===== src/rtl/pwm_chan_pkg.sv =====
package pwm_chan_pkg;

  // Strobes from the control to the datapath, valid for one cycle.
  typedef struct packed {
    logic inc;    // counter + 1
    logic dec;    // counter - 1
    logic clear;  // counter <- 0
    logic load;   // period boundary: latch new period, duty, alignment
  } cntStrobe_t;

endpackage


===== src/rtl/pwm_chan_ctrl.sv =====
module pwm_chan_ctrl
  import pwm_chan_pkg::*;
#(
  parameter int NUM_TAPS = 11,
  parameter int SEL_W    = 4,
  parameter int CNT_W    = 16
) (
  input  logic                clk,
  input  logic                rstN,
  input  logic [NUM_TAPS-1:0] tapEn,
  input  logic [SEL_W-1:0]    clkSel,
  input  logic [CNT_W-1:0]    cnt,
  input  logic [CNT_W-1:0]    actPeriod,
  input  logic                actCenter,
  output cntStrobe_t          strobe,
  output logic                dirUp,
  output logic                tick
);

  localparam int EXT_W = CNT_W + 1;

  logic [NUM_TAPS-1:0] selHit;
  logic [EXT_W-1:0]    cntPlusOne;
  logic                leftLast;
  logic                centerRising;
  logic                centerBottom;

  // Tap selector: one comparator per tap, an out-of-range select hits none.
  for (genvar i = 0; i < NUM_TAPS; i++) begin : g_tapSel
    assign selHit[i] = (clkSel == SEL_W'(i)) && tapEn[i];
  end
  assign tick = |selHit;

  // Turnaround decisions.
  assign cntPlusOne   = {1'b0, cnt} + EXT_W'(1);
  assign leftLast     = cntPlusOne >= {1'b0, actPeriod};  // also true when period is 0
  assign centerRising = dirUp && (cnt < actPeriod);
  assign centerBottom = (cnt <= CNT_W'(1));

  always_comb begin
    strobe = '0;
    if (tick) begin
      if (!actCenter) begin
        if (leftLast) begin
          strobe.clear = 1'b1;
          strobe.load  = 1'b1;
        end else begin
          strobe.inc = 1'b1;
        end
      end else begin
        if (centerRising) begin
          strobe.inc = 1'b1;
        end else if (centerBottom) begin
          strobe.clear = 1'b1;
          strobe.load  = 1'b1;
        end else begin
          strobe.dec = 1'b1;
        end
      end
    end
  end

  // Direction state: up after each boundary, down once the top is passed.
  always_ff @(posedge clk) begin
    if (!rstN) begin
      dirUp <= 1'b1;
    end else if (strobe.load) begin
      dirUp <= 1'b1;
    end else if (strobe.dec) begin
      dirUp <= 1'b0;
    end
  end

endmodule


===== src/rtl/pwm_chan_dpath.sv =====
module pwm_chan_dpath
  import pwm_chan_pkg::*;
#(
  parameter int CNT_W = 16
) (
  input  logic             clk,
  input  logic             rstN,
  input  cntStrobe_t       strobe,
  input  logic             dirUp,
  input  logic             centerMode,
  input  logic             polarity,
  input  logic [CNT_W-1:0] period,
  input  logic [CNT_W-1:0] duty,
  output logic [CNT_W-1:0] cnt,
  output logic [CNT_W-1:0] actPeriod,
  output logic [CNT_W-1:0] actDuty,
  output logic             actCenter,
  output logic             pwmOut
);

  logic dutySat;
  logic belowDuty;
  logic activeLvl;

  // Channel counter.
  always_ff @(posedge clk) begin
    if (!rstN) begin
      cnt <= '0;
    end else if (strobe.clear) begin
      cnt <= '0;
    end else if (strobe.inc) begin
      cnt <= cnt + CNT_W'(1);
    end else if (strobe.dec) begin
      cnt <= cnt - CNT_W'(1);
    end
  end

  // Active configuration, refreshed only at a period boundary.
  always_ff @(posedge clk) begin
    if (!rstN) begin
      actPeriod <= '0;
      actDuty   <= '0;
      actCenter <= 1'b0;
    end else if (strobe.load) begin
      actPeriod <= period;
      actDuty   <= duty;
      actCenter <= centerMode;
    end
  end

  // Comparator: on the way down the duty value itself is still active,
  // so a center-aligned pulse spans 2 x duty ticks.
  assign dutySat   = (actDuty != '0) && (actDuty >= actPeriod);
  assign belowDuty = dirUp ? (cnt < actDuty) : (cnt <= actDuty);
  assign activeLvl = dutySat || belowDuty;
  assign pwmOut    = activeLvl ? polarity : ~polarity;

endmodule


===== src/rtl/pwm_chan.sv =====
module pwm_chan
  import pwm_chan_pkg::*;
#(
  parameter int NUM_TAPS = 11,
  parameter int SEL_W    = 4,
  parameter int CNT_W    = 16
) (
  input  logic                clk,
  input  logic                rstN,
  input  logic [NUM_TAPS-1:0] tapEn,
  input  logic [SEL_W-1:0]    clkSel,
  input  logic                centerMode,
  input  logic                polarity,
  input  logic [CNT_W-1:0]    period,
  input  logic [CNT_W-1:0]    duty,
  output logic                pwmOut,
  output logic                periodEnd
);

  cntStrobe_t       strobe;
  logic             dirUpQ;
  logic             tick;
  logic [CNT_W-1:0] cntQ;
  logic [CNT_W-1:0] actPeriodQ;
  logic [CNT_W-1:0] actDutyQ;
  logic             actCenterQ;

  pwm_chan_ctrl #(
    .NUM_TAPS(NUM_TAPS),
    .SEL_W   (SEL_W),
    .CNT_W   (CNT_W)
  ) u_ctrl (
    .clk      (clk),
    .rstN     (rstN),
    .tapEn    (tapEn),
    .clkSel   (clkSel),
    .cnt      (cntQ),
    .actPeriod(actPeriodQ),
    .actCenter(actCenterQ),
    .strobe   (strobe),
    .dirUp    (dirUpQ),
    .tick     (tick)
  );

  pwm_chan_dpath #(
    .CNT_W(CNT_W)
  ) u_dpath (
    .clk       (clk),
    .rstN      (rstN),
    .strobe    (strobe),
    .dirUp     (dirUpQ),
    .centerMode(centerMode),
    .polarity  (polarity),
    .period    (period),
    .duty      (duty),
    .cnt       (cntQ),
    .actPeriod (actPeriodQ),
    .actDuty   (actDutyQ),
    .actCenter (actCenterQ),
    .pwmOut    (pwmOut)
  );

  assign periodEnd = strobe.load;

endmodule


===== config.mk =====
export PLATFORM = sky130hd
export DESIGN_NAME = pwm_chan
export DESIGN_NICKNAME = d
export VERILOG_FILES = /design/src/rtl/pwm_chan_pkg.sv /design/src/rtl/pwm_chan_ctrl.sv /design/src/rtl/pwm_chan_dpath.sv /design/src/rtl/pwm_chan.sv
export SDC_FILE = /design/constraint.sdc
export NUM_CORES = 1
export LEC_CHECK = 0
export ABC_AREA = 1
export BUFFER_PORTS_ARGS = -buffer_cell sky130_fd_sc_hd__buf_2
export CORE_ASPECT_RATIO = 1.1
export CORE_MARGIN = 10
export CORE_UTILIZATION = 45
export CTS_CLUSTER_SIZE = 16
export DETAILED_ROUTE_END_ITERATION = 7
export GPL_ROUTABILITY_DRIVEN = 0
export SYNTH_ARGS = -nofsm -noshare
export SYNTH_HDL_FRONTEND = slang
export SYNTH_HIERARCHICAL = 1
export SYNTH_SLANG_ARGS = --single-unit

===== constraint.sdc =====
create_clock -name clk -period 8.9 [get_ports clk]
set_input_delay 0.89 -clock clk [delete_from_list [all_inputs] [get_ports clk]]
set_output_delay 0.89 -clock clk [all_outputs]
set_load 0.1 [all_outputs]

Yosys cells after proc, flatten, opt, wreduce, memory -nomap -nowiden
Index checks and enable logic that the tools add are counted.
Cells by class
  reductions and logical operators: 20
  shift-type cells: 0
  div/mod/pow operators: 0
  $add $sub $neg: 3
  bitwise gates (word level): 2
  $mul: 0
  mux-type cells: 14
  eq/ne operators: 10
  $lt $le $gt $ge: 6
Operators by type and width (number)
  16-bit < comparator: 2
  16-bit two-way mux: 2
  16-bit by 1-bit adder with 17-bit output (second input constant): 1
  17-bit by 16-bit greater-or-equal comparator with 1-bit output: 1
  16-bit by 1-bit adder with 16-bit output (second input constant): 1
  4-bit by 3-bit equality test with 1-bit output (second input constant): 4
  16-bit greater-or-equal comparator: 1
  16-bit by 1-bit less-or-equal comparator with 1-bit output (second input constant): 1
  16-bit less-or-equal comparator: 1
  16-bit nonzero test: 1
  16-bit by 1-bit subtractor with 16-bit output (second input constant): 1
  1-bit logical AND: 13
  4-bit equality test (second input constant): 3
  11-bit OR reduction: 1
  4-bit by 2-bit equality test with 1-bit output (second input constant): 2
  1-bit two-way mux: 7
  2-bit two-way mux: 3
  4-bit by 1-bit equality test with 1-bit output (second input constant): 1
  4-bit zero test: 1
  4-bit two-way mux: 1
  2-bit OR reduction: 2
  3-bit two-way mux: 1
  1-bit inverter: 2
  2-bit nonzero test: 1
  1-bit logical OR: 1
Storage, ports and cells
  flip-flop bits (word level): 50
  ROM bits: 0
  input port bits: 51
  word-level logic and storage cells: 60
  memories kept: 0
  memory bits (writable): 0
  output and inout port bits: 2
  bits in latches: 0

Depth between registers and ports, before layout
  depth in word-level cells: 7
  depth in mapped cells: 31
  gate-level depth less buffers: 31

By module
Netlist, hierarchy kept.
By module, submodules not included
  pwm_chan_dpath: times used 1, sequential area each 980.9 um^2, area each 3379.5 um^2, cells an instance 498
  pwm_chan_ctrl: times used 1, sequential area each 20.0 um^2, area each 1447.6 um^2, cells an instance 242

Least setup slack after synthesis
No wires, ideal clock.
  path type: reg2reg
  start: register u_dpath.cnt[0]
  end: register u_dpath.actPeriod[1]
  setup slack: 4.984 ns
  data arrival time: 3.784 ns
  cell stages (with the launch flop): 22
  required time: 8.767 ns
  buffers on the path: 1
  period minus slack after synthesis: 3.916 ns
  setup time: 0.133 ns
  path through: dfxtp_1 > ha_1 > nand3_4 > nor2_4 > nand2_1 > nor2_1 > xor2_1 > inv_1 > ha_1 > nand3_1 > nor3_1 > and2_0 > nand2_1 > nand2_1 > nand2_1 > nand2_1 > nand2_1 > inv_1 > clkinv_1 > clkbuf_1 > o21ai_0 > a21oi_1
On the way
  cells in the longest elaborated chain, start to end: 5
  elaborated cells on any way between the ends: 10
  classes of those cells: add/sub: 1; order compare: 3; mux: 5; reduce/logical: 1
Ends and longest elaborated chain
  start, declared: RTL line pwm_chan_dpath.sv:14  | output logic [CNT_W-1:0] cnt,
  start signal, assigned: RTL line pwm_chan_dpath.sv:32  | cnt <= cnt + CNT_W'(1);
  start signal, assigned: RTL line pwm_chan_dpath.sv:34  | cnt <= cnt - CNT_W'(1);
  16-bit by 1-bit adder with 17-bit output (tied with other cells): RTL line pwm_chan_ctrl.sv:35  | assign cntPlusOne = {1'b0, cnt} + EXT_W'(1);
  17-bit by 16-bit greater-or-equal comparator with 1-bit output (tied with other cells): RTL line pwm_chan_ctrl.sv:36  | assign leftLast = cntPlusOne >= {1'b0, actPeriod};
  2-bit two-way mux / 3-bit two-way mux (equally long branches): RTL line pwm_chan_ctrl.sv:44, pwm_chan_ctrl.sv:51
  2-bit two-way mux *: RTL line pwm_chan_ctrl.sv:43  | if (!actCenter) begin
  4-bit two-way mux *: RTL line pwm_chan_ctrl.sv:42  | if (tick) begin
  net periodEnd: RTL line pwm_chan.sv:17  | output logic periodEnd
  end signal, assigned: RTL line pwm_chan_dpath.sv:45  | actPeriod <= period;
  end, declared: RTL line pwm_chan_dpath.sv:15  | output logic [CNT_W-1:0] actPeriod,
Mark *: on every way through the listed nets, which the timed path passes. The rest lies on a longest branch.
A chain may end at the register's enable or synchronous reset.

==> flow_metrics.env <==
export IMPL_outcome="complete, no violations"
export IMPL_post_synth_instance_area_um2=4830
export IMPL_final_setup_tns_ns=0
export IMPL_floorplan_die_height_um=129
export IMPL_antenna_found_initial=0
export IMPL_ios=53
export IMPL_cp_max_stage_cell="dfxtp_1"
export IMPL_horizontal_die_dimension_um=119
export IMPL_detail_route_antenna_nets=0
export IMPL_dpl_hpwl_um=9830
export IMPL_setup_viol_count_final=0
export IMPL_regToRegStartpoint="u_dpath/cnt[0]$_SDFFE_PP0P_"
export IMPL_synth_flop_cell="dfxtp_1"
export IMPL_htree_num_levels=2
export IMPL_fin_worst_hold_slack_ns=0.487
export IMPL_rr_endpoint="u_dpath/cnt[15]$_SDFFE_PP0P_"
export IMPL_final_nets=920
export IMPL_timing_final_max_slew_violations=0
export IMPL_drt_first_iter_violations=266
export IMPL_sequential_fraction_of_the_synthesis_area_pct=20.7
export IMPL_count_of_unique_library_cells_instantiated_by_yosys=37
export IMPL_cts_tree="built"
export IMPL_final_worst_path_period_need_ns=4.63
export IMPL_whs_endpoint="u_dpath/actPeriod[8]$_SDFFE_PN0P_"
export IMPL_dr_pass1_iters=5
export IMPL_worst_path_max_fanout=17
export IMPL_netlist_instances=740
export IMPL_timing_max_slew_rel_slack_pct=54.3
export IMPL_most_common_cell_in_the_netlist="nand2_1"
export IMPL_worst_hold_path_num_cells=2
export IMPL_die_area_um2=15300
export IMPL_synth_warning_count=6
export IMPL_cts_post_setup_buffers_inserted=0
export IMPL_worst_r2r_setup_slack_ns=4.27
export IMPL_core_rowCount=39
export IMPL_worst_slack_ns=4.27
export IMPL_worst_skew_pair_late_latency_ns=0.31
export IMPL_cts_resized=0
export IMPL_critical_path_arrival_ns=4.83
export IMPL_largest_net_degree_at_the_start_of_global_routing=65
export IMPL_crit_path_category="register to register"
export IMPL_multiInputGateArea_um2=3240
export IMPL_cpMostUsedCell="nand2_1"
export IMPL_filler_cell_count=1107
export IMPL_wl_per_cell_um=13.0
export IMPL_postSynthNetCount=873
export IMPL_synth_top_cell_area_share_pct=21.0
export IMPL_synthArstFlopShare_pct=0
export IMPL_critical_path_endpoint_type="register"
export IMPL_yosys_top_cells_area="ha_1 (21%), dfxtp_1 (21%), nand2_1 (12%)"
export IMPL_grt_setup_unrepaired="false"
export IMPL_place_ws_ns=4.34
export IMPL_fin_skew_ns=0.00709
export IMPL_final_hold_violation_count=0
export IMPL_io_buffer_count=52
export IMPL_worst_slew_pin_slew_ns=0.684
export IMPL_first_pass_grt_wire_length_um=20300
export IMPL_floorplan_initialDensity_pct=46.2
export IMPL_synth_enable_flop_cells=0
export IMPL_clkSlewWorstSetupHoldPaths_ns=0.07
export IMPL_required_time_reported_for_the_critical_path_endpoint_ns=9.10
export IMPL_synth_largest_area_cell="ha_1"
export IMPL_placeableCoreArea_um2=10400
export IMPL_final_layout_size_suffix_gt1_share_pct=11.9
export IMPL_grtUsageTotal_pct=16.0
export IMPL_setup_worst_path_start_class="register"
export IMPL_yosys_register_bits=50
export IMPL_numClockSinks=50
export IMPL_cts_hold_repair_buffers=0
export IMPL_globalRouteOverflowTotal=0
export IMPL_antenna_diode_count=0
export IMPL_register_area_um2=1000
export IMPL_post_synth_most_frequent_cells="nand2_1 (150), inv_1 (132), ha_1 (81), a21oi_1 (69), nor2_1 (66)"
export IMPL_max_clock_path_buffers=2
export IMPL_drv_cap=0
export IMPL_fmax_ghz=0.216
export IMPL_first_global_vias=4467
export IMPL_per_instance_average_area_after_synthesis_um2=6.52
export IMPL_critical_path_max_stage_delay_ns=0.58
export IMPL_drc=0
export IMPL_clock_root_buffer="clkbuf_16"
export IMPL_min_delay_path_class="register to register"
export IMPL_final_period_utilization_pct=52.0
export IMPL_hp_start="u_dpath/actPeriod[8]$_SDFFE_PN0P_"
export IMPL_area_delta_synth_final_pct=11.4
export IMPL_num_vias=4592
export IMPL_cts_buffers_inserted=5
export IMPL_routed_via_density=4.93
export IMPL_r2r_worst_path_cells=26
export IMPL_detail_route_wirelength_um=12100
[cell type report]
| cell class | count | share of cell area, % |
|---|---|---|
| clock buffer | 6 | 2.58 |
| clock inverter | 2 | 0.326 |
| inverter | 141 | 9.84 |
| multi-input combinational | 536 | 60.3 |
| sequential | 50 | 18.6 |
| tap | 143 | 3.33 |
| timing repair buffer | 53 | 4.98 |
[cells in the final DEF (no fill, tap or decap), drive strengths merged, types with 4 or more instances in the layout]
cell type / count
nor4: 5
clkbuf: 6
o21ai: 51
a21o: 5
nand4: 5
nor2: 71
and2: 4
buf: 53
dfxtp: 50
o21a: 4
a21oi: 71
nand2: 159
inv: 140
xor2: 17
nor3: 14
ha: 81
nand3: 43
[stage by stage]
stage / util (%) / cells / instance area (µm²)
after floorplan: - / 740 / 4830
after global placement: 50.0 / 923 / 5220
after detailed placement: 50.0 / 923 / 5220
after CTS: 51.5 / 931 / 5380
after global routing: 51.5 / 931 / 5380
final: 51.5 / 931 / 5380
[metal layers]
layer,GRT usage (%),vias up,wire length [µm]
met5,0,-,0
met4,5.32,0,252
met3,3.32,23,404
met2,27.3,86,5700
met1,19.6,2010,5760
li1,-,2473,-
[logic make-up (layout without fill, tap and decap cells)]
kind of cell,count (synthesis),count (layout),synth area share (%)
and+or+nand+nor,303,303,28.0
buffers and inverters,154,202,12.1
AOI/OAI and AO/OA,132,132,14.4
adders and majority gates,82,82,21.4
DFF,50,50,20.7
xor gates and xnor gates,19,19,3.45
[registers in the layout, summed over array words and instances, names as in the netlist]
signal             flops
u_ctrl/dirUp           1
u_dpath/cnt           16
u_dpath/actDuty       16
u_dpath/actPeriod     16
u_dpath/actCenter      1
[critical path: cells and delay by family, from the launching register on]
| kind | cells | cell delay, ns |
|---|---|---|
| buffers and inverters | 2 | 0.57 |
| AND/OR/NAND/NOR | 17 | 1.80 |
| flip-flops | 1 | 0.58 |
| XOR/XNOR | 1 | 0.17 |
| AO/OA/AOI/OAI | 3 | 0.41 |
| adder cells (fa/ha/maj) | 3 | 1.00 |
[how the worst max path moves through the flow]
stage	cells after the start	from	slack, ns	endpoint
2_1_floorplan	21	u_dpath/cnt[0]$_SDFFE_PP0P_	4.98	u_dpath/actPeriod[1]$_SDFFE_PN0P_
3_3_place_gp	26	u_dpath/cnt[0]$_SDFFE_PP0P_	4.47	u_dpath/cnt[15]$_SDFFE_PP0P_
3_5_place_dp	26	u_dpath/cnt[0]$_SDFFE_PP0P_	4.34	u_dpath/cnt[15]$_SDFFE_PP0P_
4_1_cts	26	u_dpath/cnt[0]$_SDFFE_PP0P_	4.32	u_dpath/cnt[15]$_SDFFE_PP0P_
6_report	26	u_dpath/cnt[0]$_SDFFE_PP0P_	4.27	u_dpath/cnt[15]$_SDFFE_PP0P_
5_1_grt	27	u_dpath/cnt[0]$_SDFFE_PP0P_	3.78	u_dpath/cnt[14]$_SDFFE_PP0P_
Power is left out: the tool's default activity adds up to more than one toggle a clock period on the data nets, which glitch-free logic cannot reach.
